**src/rtl/spicmd_pkg.sv**
```systemverilog
package spicmd_pkg;

   typedef enum logic [1:0] {
      OP_CLR = 2'b00,
      OP_RD  = 2'b01,
      OP_WR  = 2'b10,
      OP_LD  = 2'b11
   } op_e;

   typedef enum logic [2:0] {
      SEL_NONE_LO = 3'b000,
      SEL_MODE0   = 3'b001,
      SEL_MODE1   = 3'b010,
      SEL_DATA    = 3'b011,
      SEL_CNT     = 3'b100,
      SEL_SNAP    = 3'b101,
      SEL_STAT    = 3'b110,
      SEL_NONE_HI = 3'b111
   } sel_e;

   typedef struct packed {
      op_e  op;
      sel_e sel;
   } cmd_t;

   // bits 2:0 of the instruction are deliberately dropped
   function automatic cmd_t decode_cmd(input logic [7:0] b);
      cmd_t c;
      c.op  = op_e'(b[7:6]);
      c.sel = sel_e'(b[5:3]);
      return c;
   endfunction

endpackage

```
**src/rtl/spicmd_rx.sv**
```systemverilog
module spicmd_rx #(
   parameter int IDXW = 3
) (
   input  logic            clk,
   input  logic            rst_n,
   input  logic            spi_sck,
   input  logic            spi_ss_n,
   input  logic            spi_mosi,
   output logic            sck_fall,
   output logic            byte_valid,
   output logic [7:0]      byte_data,
   output logic [IDXW-1:0] byte_idx
);

   logic            sck_q;
   logic            sck_rise;
   logic [2:0]      bit_cnt;
   logic [6:0]      shift_q;
   logic [IDXW-1:0] idx_next;

   assign sck_rise = !spi_ss_n &&  spi_sck && !sck_q;
   assign sck_fall = !spi_ss_n && !spi_sck &&  sck_q;

   always_ff @(posedge clk or negedge rst_n) begin
      if (!rst_n) begin
         sck_q      <= 1'b0;
         bit_cnt    <= '0;
         shift_q    <= '0;
         idx_next   <= '0;
         byte_valid <= 1'b0;
         byte_data  <= '0;
         byte_idx   <= '0;
      end else begin
         sck_q      <= spi_sck;
         byte_valid <= 1'b0;
         if (spi_ss_n) begin
            bit_cnt  <= '0;
            idx_next <= '0;
         end else if (sck_rise) begin
            shift_q <= {shift_q[5:0], spi_mosi};
            bit_cnt <= bit_cnt + 3'd1;
            if (bit_cnt == 3'd7) begin
               byte_valid <= 1'b1;
               byte_data  <= {shift_q, spi_mosi};
               byte_idx   <= idx_next;
               if (idx_next != '1) idx_next <= idx_next + 1'b1;
            end
         end
      end
   end

endmodule

```
**src/rtl/spicmd_tx.sv**
```systemverilog
module spicmd_tx #(
   parameter int W = 32
) (
   input  logic         clk,
   input  logic         rst_n,
   input  logic         spi_ss_n,
   input  logic         sck_fall,
   input  logic         load,
   input  logic [W-1:0] word,
   output logic         spi_miso
);

   logic [W-1:0] sr_q;

   always_ff @(posedge clk or negedge rst_n) begin
      if (!rst_n) begin
         sr_q     <= '0;
         spi_miso <= 1'b0;
      end else if (spi_ss_n) begin
         sr_q     <= '0;
         spi_miso <= 1'b0;
      end else if (load) begin
         sr_q <= word;
      end else if (sck_fall) begin
         spi_miso <= sr_q[W-1];
         sr_q     <= {sr_q[W-2:0], 1'b0};
      end
   end

endmodule

```
**src/rtl/spicmd_regs.sv**
```systemverilog
module spicmd_regs
   import spicmd_pkg::*;
#(
   parameter int CNT_BYTES = 4,
   parameter int IDXW      = 3,
   localparam int W        = 8 * CNT_BYTES
) (
   input  logic            clk,
   input  logic            rst_n,
   input  logic            spi_ss_n,
   input  logic            byte_valid,
   input  logic [7:0]      byte_data,
   input  logic [IDXW-1:0] byte_idx,
   input  logic [W-1:0]    cnt_value,
   input  logic [7:0]      status_in,
   output logic            tx_load,
   output logic [W-1:0]    tx_word,
   output logic            cnt_clear,
   output logic            cnt_load,
   output logic            status_clear,
   output logic [7:0]      mode0,
   output logic [7:0]      mode1,
   output logic [W-1:0]    data_reg
);

   cmd_t         cmd;
   logic         first_byte;
   logic         wr_act_q;
   sel_e         wr_sel_q;
   logic [W-1:0] snap_q;
   logic [W-1:0] mode0_al, mode1_al, stat_al;
   logic [7:0]   lane_q [CNT_BYTES];

   assign cmd        = decode_cmd(byte_data);
   assign first_byte = byte_valid && !spi_ss_n && (byte_idx == '0);

   // 8-bit registers are left-aligned in the shift word
   if (W > 8) begin : g_wide
      assign mode0_al = {mode0,     {(W-8){1'b0}}};
      assign mode1_al = {mode1,     {(W-8){1'b0}}};
      assign stat_al  = {status_in, {(W-8){1'b0}}};
   end else begin : g_narrow
      assign mode0_al = mode0;
      assign mode1_al = mode1;
      assign stat_al  = status_in;
   end

   always_comb begin
      tx_load = first_byte && (cmd.op == OP_RD);
      unique case (cmd.sel)
         SEL_MODE0: tx_word = mode0_al;
         SEL_MODE1: tx_word = mode1_al;
         SEL_CNT:   tx_word = cnt_value;
         SEL_SNAP:  tx_word = snap_q;
         SEL_STAT:  tx_word = stat_al;
         default:   tx_word = '0;
      endcase
   end

   always_ff @(posedge clk or negedge rst_n) begin
      if (!rst_n) begin
         wr_act_q     <= 1'b0;
         wr_sel_q     <= SEL_NONE_LO;
         snap_q       <= '0;
         mode0        <= '0;
         mode1        <= '0;
         cnt_clear    <= 1'b0;
         cnt_load     <= 1'b0;
         status_clear <= 1'b0;
      end else begin
         cnt_clear    <= 1'b0;
         cnt_load     <= 1'b0;
         status_clear <= 1'b0;
         if (spi_ss_n) begin
            wr_act_q <= 1'b0;
         end else if (first_byte) begin
            wr_act_q <= (cmd.op == OP_WR);
            wr_sel_q <= cmd.sel;
            unique case (cmd.op)
               OP_CLR: begin
                  unique case (cmd.sel)
                     SEL_MODE0: mode0        <= '0;
                     SEL_MODE1: mode1        <= '0;
                     SEL_CNT:   cnt_clear    <= 1'b1;
                     SEL_STAT:  status_clear <= 1'b1;
                     default: ;
                  endcase
               end
               OP_RD: begin
                  if (cmd.sel == SEL_CNT) snap_q <= cnt_value;
               end
               OP_LD: begin
                  if (cmd.sel == SEL_CNT)  cnt_load <= 1'b1;
                  if (cmd.sel == SEL_SNAP) snap_q   <= cnt_value;
               end
               default: ;
            endcase
         end else if (byte_valid && wr_act_q && (byte_idx == IDXW'(1))) begin
            if (wr_sel_q == SEL_MODE0) mode0 <= byte_data;
            if (wr_sel_q == SEL_MODE1) mode1 <= byte_data;
         end
      end
   end

   // data register: one lane per byte, most significant lane written first
   for (genvar g = 0; g < CNT_BYTES; g++) begin : g_lane
      always_ff @(posedge clk or negedge rst_n) begin
         if (!rst_n) begin
            lane_q[g] <= '0;
         end else if (!spi_ss_n && byte_valid && wr_act_q && (wr_sel_q == SEL_DATA)
                      && (byte_idx == IDXW'(CNT_BYTES - g))) begin
            lane_q[g] <= byte_data;
         end
      end
      assign data_reg[g*8 +: 8] = lane_q[g];
   end

endmodule

```
**src/rtl/spicmd_decoder.sv**
```systemverilog
module spicmd_decoder #(
   parameter int CNT_BYTES = 4,
   localparam int W        = 8 * CNT_BYTES,
   localparam int IDXW     = $clog2(CNT_BYTES + 2)
) (
   input  logic         clk,
   input  logic         rst_n,
   input  logic         spi_sck,
   input  logic         spi_ss_n,
   input  logic         spi_mosi,
   output logic         spi_miso,
   input  logic [W-1:0] cnt_value,
   input  logic [7:0]   status_in,
   output logic         cnt_clear,
   output logic         cnt_load,
   output logic [W-1:0] cnt_load_val,
   output logic         status_clear,
   output logic [7:0]   mode0,
   output logic [7:0]   mode1
);

   if (CNT_BYTES < 1 || CNT_BYTES > 4) begin : g_bad_width
      $error("spicmd_decoder: CNT_BYTES must be 1 to 4");
   end

   logic            sck_fall;
   logic            byte_valid;
   logic [7:0]      byte_data;
   logic [IDXW-1:0] byte_idx;
   logic            tx_load;
   logic [W-1:0]    tx_word;

   spicmd_rx #(.IDXW(IDXW)) i_rx (
      .clk        (clk),
      .rst_n      (rst_n),
      .spi_sck    (spi_sck),
      .spi_ss_n   (spi_ss_n),
      .spi_mosi   (spi_mosi),
      .sck_fall   (sck_fall),
      .byte_valid (byte_valid),
      .byte_data  (byte_data),
      .byte_idx   (byte_idx)
   );

   spicmd_regs #(.CNT_BYTES(CNT_BYTES), .IDXW(IDXW)) i_regs (
      .clk          (clk),
      .rst_n        (rst_n),
      .spi_ss_n     (spi_ss_n),
      .byte_valid   (byte_valid),
      .byte_data    (byte_data),
      .byte_idx     (byte_idx),
      .cnt_value    (cnt_value),
      .status_in    (status_in),
      .tx_load      (tx_load),
      .tx_word      (tx_word),
      .cnt_clear    (cnt_clear),
      .cnt_load     (cnt_load),
      .status_clear (status_clear),
      .mode0        (mode0),
      .mode1        (mode1),
      .data_reg     (cnt_load_val)
   );

   spicmd_tx #(.W(W)) i_tx (
      .clk      (clk),
      .rst_n    (rst_n),
      .spi_ss_n (spi_ss_n),
      .sck_fall (sck_fall),
      .load     (tx_load),
      .word     (tx_word),
      .spi_miso (spi_miso)
   );

endmodule

```
**config.mk**
```make
export PLATFORM = sky130hd
export DESIGN_NAME = spicmd_decoder
export DESIGN_NICKNAME = d
export VERILOG_FILES = /design/src/rtl/spicmd_pkg.sv /design/src/rtl/spicmd_rx.sv /design/src/rtl/spicmd_tx.sv /design/src/rtl/spicmd_regs.sv /design/src/rtl/spicmd_decoder.sv
export SDC_FILE = /design/constraint.sdc
export NUM_CORES = 1
export LEC_CHECK = 0
export BUFFER_PORTS_ARGS = -buffer_cell sky130_fd_sc_hd__buf_2
export CAP_MARGIN = 20
export CORE_ASPECT_RATIO = 0.9
export CORE_MARGIN = 5
export CORE_UTILIZATION = 25
export CTS_BUF_LIST = sky130_fd_sc_hd__clkbuf_8 sky130_fd_sc_hd__clkbuf_16
export CTS_CLUSTER_DIAMETER = 100
export DETAILED_ROUTE_END_ITERATION = 6
export SLEW_MARGIN = 20
export SYNTH_ARGS = -nofsm -noshare
export SYNTH_HDL_FRONTEND = slang
export SYNTH_SLANG_ARGS = --single-unit
```
**constraint.sdc**
```tcl
create_clock -name clk -period 2.8 [get_ports clk]
set_input_delay 0.14 -clock clk [delete_from_list [all_inputs] [get_ports clk]]
set_output_delay 0.14 -clock clk [all_outputs]
set_load 0.005 [all_outputs]
```
==> metrics.txt <==
Final min period=2.14 ns; largest family of logic cells by synthesized area=multiplexers; DR iter-0 viols=199; Routed Antenna Nets=0; overall global routing resource usage=11.3%; Most used DFF post-synth=dfrtp_1; worst skew pair latency=0.42 ns; static leakage=0.00411 µW; switching pwr=1040 µW; sequential area share after synthesis=54.8%; Worst-Margin Slew=0.729 ns; max-slew violation count=0; Slowest cell on crit path=dfrtp_1; CTS max path bufs=2; Synth cell types=44; CP cell instances=nor4b_4 -> nand3_1 -> nor3_4 -> buf_4 -> mux2_2; Fill cells=2605; Root Buffer=clkbuf_16; # clock sinks=146; initial core utilization=25.5%; synthesized area per cell=12.7 µm²; Critical Path RT=3.09 ns; Fmax=467 MHz; setup violators final=0; Gate Count Post-Synth=525; syn nets=574; XOR/XNOR Fraction of Synth Area=0.394%; antenna violations before repair=0; number of flops mapped to enable cells by yosys=0; period utilisation layout=76.4%; Post-CTS Setup Bufs=0; max cap viols=0; CTS Buf Count=17; share of layout cells above drive strength 1=35.2%; final WL=16300 µm; min-delay worst type=input port to flip-flop; Area Overhead vs Synth=27.8%; Worst-path clk slew=0.06 ns; Detailed Routing Iterations Pass 1=4; Comb pwr share=4.7%; Residual DRC=0; ys async rst share=100%; top-area cell type share of the netlist area=54.8%; vias in the first global route=4855; Placed Cells=944; R2R Setup Slk=0.66 ns; routability cong.=0.781; Commonest cells post-synth=146 x dfrtp_1, 82 x mux2_2, 65 x mux2i_1, 56 x nor2_1, 24 x clkbuf_1; Int Power=3780 µW; pwr/cell area=567 nW/µm²; H-tree Lvls=4; switching share of total power=21.6%; Worst Setup Start Kind=flip-flop; Critical Path AT=2.43 ns; Finished Layout Cells=1009; Clk pwr share=50.1%; relative slew slack=51.4%; mux cell area share after synthesis=23.8%; maximum vdd drop=0.000416 V; hpwl dp=10700 µm; Worst path max stage delay=0.46 ns; Post-Syn Area=6660 µm²; Layout Nets=699; Ports=97; Vias=4530; CP Class=flip-flop to flip-flop; post-synth top area cell=dfrtp_1; outcome=finished, final reports clean; Die Wd=182 µm; Core Area=26100 µm²; CP Capture Type=flip-flop; Seq pwr share=45.3%; post-synthesis simple-gate area fraction=8.08%; compound-gate portion of the synthesized area=9.15%; Yosys warnings=0; first-pass GRT wire length=27000 µm; RSZ-0062 raised after global routing=false; Adder-Cell Fraction of Synth Area=0.751%; worst-path fanout max=32; number of synthesized register bits=146; Die H=165 µm; count leader, synth=dfrtp_1; largest net degree at the start of global routing=74; Rows=56; grt total ovfl=0; PortBufs=96; Setup TNS Final=0 ns; CTS tree=done; drt via density=4.49; clk_skew=0.0113 ns; top cells by area, synth=dfrtp_1 55%, mux2_2 14%, mux2i_1 9.8%, nor2_1 3.2%, a211oi_1 2.6%; Hold Fails Final Rpt=0; DR WL/cell=16.2 µm; DIE AREA=30000 µm²; # diodes=0
==> per-layer routing <==
layer	part of all wire, %	wire length, µm	track usage [%]	vias up
li1	-	-	-	2162
met1	49	7980	15.6	2279
met2	47	7650	17.8	75
met3	3.0	492	2.71	14
met4	1.2	201	3.41	0
met5	0	0	0	-
==> placed cells by master (no fill, tap or decap), types with 17 or more instances in the layout <==
cell,synthesis,layout
dfrtp_1,146,145
buf_2,10,95
mux2_2,82,82
mux2i_1,65,65
nor2_1,56,56
dlygate4sd3_1,0,35
a211oi_1,23,23
nand2_1,17,17
clkbuf_16,0,17
buf_4,3,17
==> worst paths after layout <==
check,startpoint,to,cells after the start
max reg2reg,i_rx.byte_idx[1]$_DFFE_PN0P_,i_regs.snap_q[2]$_DFFE_PN0P_,5
max in group asynchronous,rst_n,i_tx.sr_q[31]$_DFFE_PN0P_,3
min,spi_ss_n,i_regs.wr_act_q$_DFFE_PN0P_,2
min reg2reg,i_regs.snap_q[9]$_DFFE_PN0P_,i_regs.snap_q[9]$_DFFE_PN0P_,1
max,i_rx.byte_idx[1]$_DFFE_PN0P_,i_regs.snap_q[2]$_DFFE_PN0P_,5
min in group asynchronous,rst_n,i_rx.bit_cnt[1]$_DFFE_PN0P_,2
==> power by group through the flow <==
stage / clock network (µW) / registers (µW) / logic (µW)
2_1_floorplan: 0 / 2210 / 90.2
3_3_place_gp: 0 / 2220 / 190
3_5_place_dp: 0 / 2220 / 192
4_1_cts: 2480 / 2180 / 233
5_1_grt: 2570 / 2190 / 258
6_report: 2420 / 2180 / 226
==> worst max-delay path, delay by kind of cell, from the launching register on <==
kind | cells | cell delay (ns)
flip-flops | 1 | 0.46
AND/OR/NAND/NOR | 3 | 0.72
multiplexers | 1 | 0.39
buffers and inverters | 1 | 0.43
==> final cells by class <==
cell class	instances	area, µm²	area share [%]
Clock inverter	12	183	2.14
Tap cell	348	435	5.11
Sequential cell	146	3650	42.9
Timing Repair Buffer	148	965	11.3
Inverter	3	11.3	0.132
Clock buffer	18	439	5.16
Multi-Input combinational cell	334	2830	33.2
==> logic make-up after synthesis <==
logic type | count (synthesis)
DFF | 146
and+or+nand+nor | 104
AOI/OAI and AO/OA | 75
adders and majority gates | 4
buffers and inverters | 45
xor gates and xnor gates | 3
muxes | 148
==> what timing repair did <==
action                    CTS  global route
hold endpoints to repair  104             0
hold buffers               35             0
gates resized for setup     0             0
==> per-stage QoR <==
| step | setup WS, ns | hold WS, ns | power (µW) | instance area (µm²) | util [%] |
|---|---|---|---|---|---|
| after global placement | 0.673 | 0.226 | 2410 | 7540 | 28.9 |
| after CTS | 0.639 | 0.00241 | 4890 | 8520 | 32.6 |
| after detailed placement | 0.646 | 0.233 | 2420 | 7540 | 28.9 |
| final | 0.660 | 0.0235 | 4830 | 8520 | 32.6 |
| after floorplan | 0.864 | -0.156 | 2300 | 6660 | - |
| after global routing | 0.537 | 0.0178 | 5010 | 8520 | 32.6 |
Note: power is estimated with default switching activity, not from simulation.
